File: config.mk
export PLATFORM = sky130hd
export DESIGN_NAME = mt_ibuf
export DESIGN_NICKNAME = d
export VERILOG_FILES = /design/src/rtl/mt_ibuf_pkg.sv /design/src/rtl/mt_ibuf_lane.sv /design/src/rtl/mt_ibuf_pick.sv /design/src/rtl/mt_ibuf.sv
export SDC_FILE = /design/constraint.sdc
export NUM_CORES = 1
export LEC_CHECK = 0
export ABC_CLOCK_PERIOD_IN_PS = 17200
export BUFFER_PORTS_ARGS = -buffer_cell sky130_fd_sc_hd__clkbuf_2
export CAP_MARGIN = 20
export CORE_UTILIZATION = 55
export DETAILED_ROUTE_END_ITERATION = 16
export GPL_TIMING_DRIVEN = 0
export PLACE_DENSITY = 0.71
export SYNTH_ARGS = -nofsm -noshare
export SYNTH_HDL_FRONTEND = slang
export SYNTH_SLANG_ARGS = --single-unit
File: constraint.sdc
create_clock -name clk -period 17.2 [get_ports clk]
set_input_delay 0.86 -clock clk [delete_from_list [all_inputs] [get_ports clk]]
set_output_delay 0.86 -clock clk [all_outputs]
set_load 0.05 [all_outputs]
File: src/rtl/mt_ibuf_pkg.sv
package mt_ibuf_pkg;
  localparam int DEF_THREADS = 4;
  localparam int DEF_DEPTH   = 8;
  localparam int DEF_INSTR_W = 32;

  function automatic int idx_w(input int n);
    return (n > 1) ? $clog2(n) : 1;
  endfunction
endpackage

File: src/rtl/mt_ibuf_lane.sv
module mt_ibuf_lane #(
  parameter int DEPTH   = 8,
  parameter int INSTR_W = 32,
  parameter int PTR_W   = 4
) (
  input  logic               clk,
  input  logic               rst,
  input  logic               wr_en,
  input  logic [INSTR_W-1:0] wr_data,
  input  logic               disp_en,
  input  logic               cmt_en,
  input  logic               rw_en,
  input  logic [PTR_W-1:0]   rw_pos,
  input  logic               fl_en,
  output logic               rdy,
  output logic               full,
  output logic               fire,
  output logic [PTR_W-1:0]   dp_out,
  output logic [INSTR_W-1:0] rd_data
);
  localparam int AW = PTR_W - 1;
  localparam logic [PTR_W-1:0] FULL_CNT = PTR_W'(DEPTH);

  logic [INSTR_W-1:0] mem [DEPTH];
  logic [PTR_W-1:0]   wr_q, dp_q, cm_q, cm_n;
  logic               do_wr, do_cm, rw_ok;

  assign full   = (wr_q - cm_q) == FULL_CNT;
  assign rdy    = dp_q != wr_q;
  assign dp_out = dp_q;

  always_comb begin
    do_wr = wr_en && !full && !fl_en;
    do_cm = cmt_en && (cm_q != dp_q) && !fl_en;
    cm_n  = do_cm ? cm_q + 1'b1 : cm_q;
    rw_ok = rw_en && !fl_en && ((rw_pos - cm_n) <= (dp_q - cm_n));
    fire  = disp_en && rdy && !fl_en && !rw_ok;
  end

  always_ff @(posedge clk) begin
    if (rst || fl_en) begin
      wr_q <= '0;
      dp_q <= '0;
      cm_q <= '0;
    end else begin
      if (do_wr) wr_q <= wr_q + 1'b1;
      cm_q <= cm_n;
      if (rw_ok)     dp_q <= rw_pos;
      else if (fire) dp_q <= dp_q + 1'b1;
    end
  end

  // storage: one write port, one synchronous read port
  always_ff @(posedge clk) begin
    if (do_wr) mem[wr_q[AW-1:0]] <= wr_data;
    rd_data <= mem[dp_q[AW-1:0]];
  end

  a_r2_no_overflow: assert property (@(posedge clk) disable iff (rst)
    (wr_q - cm_q) <= FULL_CNT);
  a_r5_order: assert property (@(posedge clk) disable iff (rst)
    (dp_q - cm_q) <= (wr_q - cm_q));
  a_r2_full_blocks: assert property (@(posedge clk) disable iff (rst)
    (full && wr_en && !fl_en) |=> $stable(wr_q));
  a_r8_flush_empty: assert property (@(posedge clk) disable iff (rst)
    fl_en |=> (wr_q == cm_q && dp_q == cm_q && !rdy));
endmodule

File: src/rtl/mt_ibuf_pick.sv
module mt_ibuf_pick #(
  parameter int N  = 4,
  parameter int W  = 32,
  parameter int TW = 2
) (
  input  logic [N-1:0][W-1:0] in_data,
  input  logic [TW-1:0]       sel,
  output logic [W-1:0]        out_data
);
  always_comb begin
    out_data = '0;
    for (int i = 0; i < N; i++)
      if (sel == TW'(i)) out_data = in_data[i];
  end
endmodule

File: src/rtl/mt_ibuf.sv
module mt_ibuf
  import mt_ibuf_pkg::*;
#(
  parameter int THREADS = DEF_THREADS,
  parameter int DEPTH   = DEF_DEPTH,
  parameter int INSTR_W = DEF_INSTR_W,
  localparam int TID_W  = idx_w(THREADS),
  localparam int PTR_W  = idx_w(DEPTH) + 1
) (
  input  logic               clk,
  input  logic               rst,
  input  logic               fe_valid,
  input  logic [TID_W-1:0]   fe_tid,
  input  logic [INSTR_W-1:0] fe_instr,
  output logic [THREADS-1:0] fe_full,
  output logic [THREADS-1:0] rdy,
  input  logic               sel_valid,
  input  logic [TID_W-1:0]   sel_tid,
  output logic               disp_valid,
  output logic [TID_W-1:0]   disp_tid,
  output logic [INSTR_W-1:0] disp_instr,
  output logic [PTR_W-1:0]   disp_pos,
  input  logic               cmt_valid,
  input  logic [TID_W-1:0]   cmt_tid,
  input  logic               rw_valid,
  input  logic [TID_W-1:0]   rw_tid,
  input  logic [PTR_W-1:0]   rw_pos,
  input  logic               fl_valid,
  input  logic [TID_W-1:0]   fl_tid
);
  logic [THREADS-1:0]              lane_fire;
  logic [THREADS-1:0][PTR_W-1:0]   lane_dp;
  logic [THREADS-1:0][INSTR_W-1:0] lane_rd;
  logic [PTR_W-1:0]                sel_dp;

  for (genvar t = 0; t < THREADS; t++) begin : g_lane
    mt_ibuf_lane #(.DEPTH(DEPTH), .INSTR_W(INSTR_W), .PTR_W(PTR_W)) u_lane (
      .clk     (clk),
      .rst     (rst),
      .wr_en   (fe_valid  && fe_tid  == TID_W'(t)),
      .wr_data (fe_instr),
      .disp_en (sel_valid && sel_tid == TID_W'(t)),
      .cmt_en  (cmt_valid && cmt_tid == TID_W'(t)),
      .rw_en   (rw_valid  && rw_tid  == TID_W'(t)),
      .rw_pos  (rw_pos),
      .fl_en   (fl_valid  && fl_tid  == TID_W'(t)),
      .rdy     (rdy[t]),
      .full    (fe_full[t]),
      .fire    (lane_fire[t]),
      .dp_out  (lane_dp[t]),
      .rd_data (lane_rd[t])
    );
  end

  mt_ibuf_pick #(.N(THREADS), .W(PTR_W), .TW(TID_W)) u_pos_pick (
    .in_data (lane_dp), .sel (sel_tid), .out_data (sel_dp));

  mt_ibuf_pick #(.N(THREADS), .W(INSTR_W), .TW(TID_W)) u_data_pick (
    .in_data (lane_rd), .sel (disp_tid), .out_data (disp_instr));

  always_ff @(posedge clk) begin
    if (rst) begin
      disp_valid <= 1'b0;
      disp_tid   <= '0;
      disp_pos   <= '0;
    end else begin
      disp_valid <= |lane_fire;
      disp_tid   <= sel_tid;
      disp_pos   <= sel_dp;
    end
  end

  a_r4_disp_from_sel: assert property (@(posedge clk) disable iff (rst)
    disp_valid |-> $past(sel_valid));
  a_r8_flush_cancels: assert property (@(posedge clk) disable iff (rst)
    (sel_valid && fl_valid && fl_tid == sel_tid) |=> !disp_valid);
endmodule

==> results_dict.tcl <==
set metrics [dict create \
    antenna_found_initial 2 \
    stdcell_area_um2 54600 \
    port_buffers 96 \
    max-cap-violations 0 \
    ys_ff_latch 1207 \
    p_leak_nw 17.6 \
    synth_top_family_by_area "multiplexers" \
    wl_mm 112 \
    synth_fa_ha_area_frac 0.0139 \
    worstPathArrival_ps 4830 \
    coreArea_um2 85300 \
    clock_sinks 1207 \
    grt_first_pass_wirelength_mm 164 \
    tightest_slew_ps 1170 \
    synthCells 2377 \
    grt_max_degree 33 \
    numCtsBuffers 116 \
    grt_overflow_total 0 \
    synthesis.area_um2 47400 \
    worstPathCellList "buf_2 -> xnor2_1 -> and4_1 -> nor2_1 -> xor2_1 -> ha_1 -> nand2_1 -> o21ai_0 -> nor3_1 -> a221oi_1 -> a2bb2oi_1 -> ha_1 -> nor2_1 -> a41oi_1 -> a21oi_1 -> o32a_1 -> a21oi_1" \
    p_per_area_nw_per_um2 113 \
    critPathTopFamily "compound AO/OA/AOI/OAI gates" \
    max_stage_delay_ps 520 \
    drc_errors 0 \
    drtPass1Iterations 6 \
    postRouteAntennaNets 0 \
    synth-compound-area-share 0.0180 \
    avgSynthCellArea_um2 19.9 \
    holdWs_ps 523 \
    htree_num_levels 3 \
    crit_buf_inv 1 \
    startpoint_type "flop" \
    seq_area_frac_synth 0.726 \
    nFillCells 5693 \
    drtIter0Drc 2402 \
    dp_hpwl_mm 76.1 \
    fin_util 0.641 \
    endpoint_kind "flop" \
    max_clock_freq_mhz 234 \
    root_buffer "clkbuf_16" \
    grt_usage 0.263 \
    yosysUniqueCellTypes 77 \
    skew_ps 48.8 \
    hp-class "reg -> reg" \
    setup_viol 0 \
    finalCriticalPeriod_ps 4270 \
    synth-xor-area-share 0.0195 \
    ys.warnings.count 0 \
    cts_tree "built" \
    fp.dieH_um 296 \
    nNetsFinal 2787 \
    hold_viol 0 \
    tns_ps 0 \
    rsz0062_at_grt "no" \
    synth_edf_count 1024 \
    insertion_delay_ps 700 \
    cp_max_fo 8 \
    grt_pass1_vias 24663 \
    syn_nets 2482 \
    die_area_um2 87400 \
    hold_buffers 0 \
    cts_setup_buffers 0 \
    die_w_um 296 \
    setup.worst_path.class "reg -> reg" \
    synthFlopType "edfxtp_1" \
    relSlewSlack 0.221 \
    post_cts_resized 0 \
    cts_buffer_depth 3 \
    period_share 0.248 \
    synth_simple_gate_area_frac 0.0353 \
    drive_gt1_frac 0.316 \
    synthMuxAreaShare 0.172 \
    peakVddDrop_v 0.0000905 \
    clkTransAtPathRegs_ps 70 \
    synthArstFlopShare 0 \
    crit_slowest_cell "a21oi_1" \
    floorplan.initialDensity 0.556 \
    dpl_cell_area_um2 50700 \
    rows 107 \
    routabilityCongestion 0.851 \
    vias_per_cell 6.13 \
    cp.required_ps 17760 \
    wire_per_inst_um 28.4 \
    status "completed" \
    vias 24099 \
    area_growth_pct 15.2 \
    slew_viol_final 0 \
    ios 100 \
]
==> logic make-up after synthesis <==
family / count (synthesis)
DFF: 1207
muxes: 433
and+or+nand+nor: 295
buffers and inverters: 167
AOI/OAI and AO/OA: 123
xor gates and xnor gates: 99
adders and majority gates: 53
==> path summary, 6_finish.rpt <==
check | startpoint | endpoint | slack [ps] | cells past startpoint
max | g_lane[3].u_lane.dp_out[0] | disp_valid | 12930 | 17
max reg2reg | g_lane[3].u_lane.dp_out[0] | disp_valid | 12930 | 17
min reg2reg | g_lane[3].u_lane.wr_q[3] | g_lane[3].u_lane.wr_q[3] | 520 | 2
min | g_lane[3].u_lane.wr_q[3] | g_lane[3].u_lane.wr_q[3] | 520 | 2
==> cell type report <==
class                           count  area (um2)  area share
Tap cell                         1144        1430      0.0262
Clock buffer                      181        3400      0.0622
Clock inverter                     40         464     0.00850
Buffer                            127         571      0.0104
Inverter                           40         150     0.00275
Antenna cell                        1        2.50   0.0000458
Timing Repair Buffer              187        1730      0.0316
Sequential cell                  1207       34400       0.630
Multi-Input combinational cell   1003       12500       0.228
==> power breakdown <==
part           total (W)  internal, W  switching (W)  leakage [nW]
logic           0.000398     0.000156       0.000242          4.94
clock network    0.00255      0.00147        0.00108          1.88
registers        0.00323      0.00321      0.0000165          10.7
==> worst min-delay path: cells and delay by family, from the launching register on <==
family,cells,cell delay (ps)
flops,1,350
simple gates,1,70
mux,1,60
==> Yosys cell counts, types with 5 or more instances <==
cell	n	area [um2]
nand3_1	36	180
clkbuf_1	57	214
nor3_1	20	100
mux4_2	292	6580
nand4_1	12	75.1
nand2_1	27	101
nor2_1	64	240
a21oi_1	29	145
o21a_1	6	45.0
mux2i_1	8	80.1
xnor2_1	77	674
a211oi_1	16	120
nor2b_1	13	81.3
nand2b_1	25	156
and3b_1	5	43.8
buf_1	22	82.6
and2_1	11	68.8
and3_1	17	106
and4_1	6	52.6
or3_1	10	62.6
inv_1	40	150
ha_1	52	651
o21ai_0	23	115
a21o_1	5	37.5
buf_2	36	180
a31oi_1	5	31.3
xor2_1	18	158
edfxtp_1	1024	30700
dfxtp_1	183	3660
buf_4	11	82.6
mux2_2	133	1500
nor3b_1	18	135
==> sequential cells by signal (all words and copies together) (netlist names) <==
signal and flops:
g_lane.u_lane.dp_out 16, g_lane.u_lane.wr_q 16, g_lane.u_lane.mem 1024, disp_pos 4
disp_tid 2, disp_valid 1, g_lane.u_lane.rd_data 128, g_lane.u_lane.cm_q 16
==> placed cells by master, fill, tap and decap left out, types with 7 or more instances in the layout <==
cell type and n:
a211oi_1 16, a21oi_1 29, and2_1 11, and3_1 17, buf_1 22, buf_12 14
buf_2 36, buf_4 17, buf_6 53, buf_8 15, bufinv_16 7, clkbuf_1 98
clkbuf_16 117, clkbuf_2 96, clkbuf_8 23, clkinv_2 12, dfxtp_1 183, edfxtp_1 1024
ha_1 52, inv_1 40, mux2_2 133, mux2i_1 8, mux4_2 292, nand2_1 27
nand2b_1 25, nand3_1 36, nand4_1 12, nor2_1 51, nor2_4 13, nor2b_1 13
nor3_1 13, nor3_2 9, nor3b_1 12, o21ai_0 23, or3_1 10, xnor2_1 77
xor2_1 18
==> stage by stage <==
step | total power (W) | setup slack (ps) | instances
after global placement | 0.00367 | 6990 | 3617
after floorplan | 0.00354 | 11590 | 2377
after CTS | 0.00621 | 12900 | 3923
after detailed placement | 0.00369 | 12580 | 3702
final | 0.00618 | 12930 | 3930
after global routing | 0.00635 | 12540 | 3929
==> metal layers <==
layer	part of all wire	vias up	track usage
met5	0	-	0
met4	0.035	0	0.0954
met3	0.079	201	0.0497
met2	0.49	1033	0.422
met1	0.40	12611	0.363
li1	-	10254	-
Power figures use the tool's default switching activity.
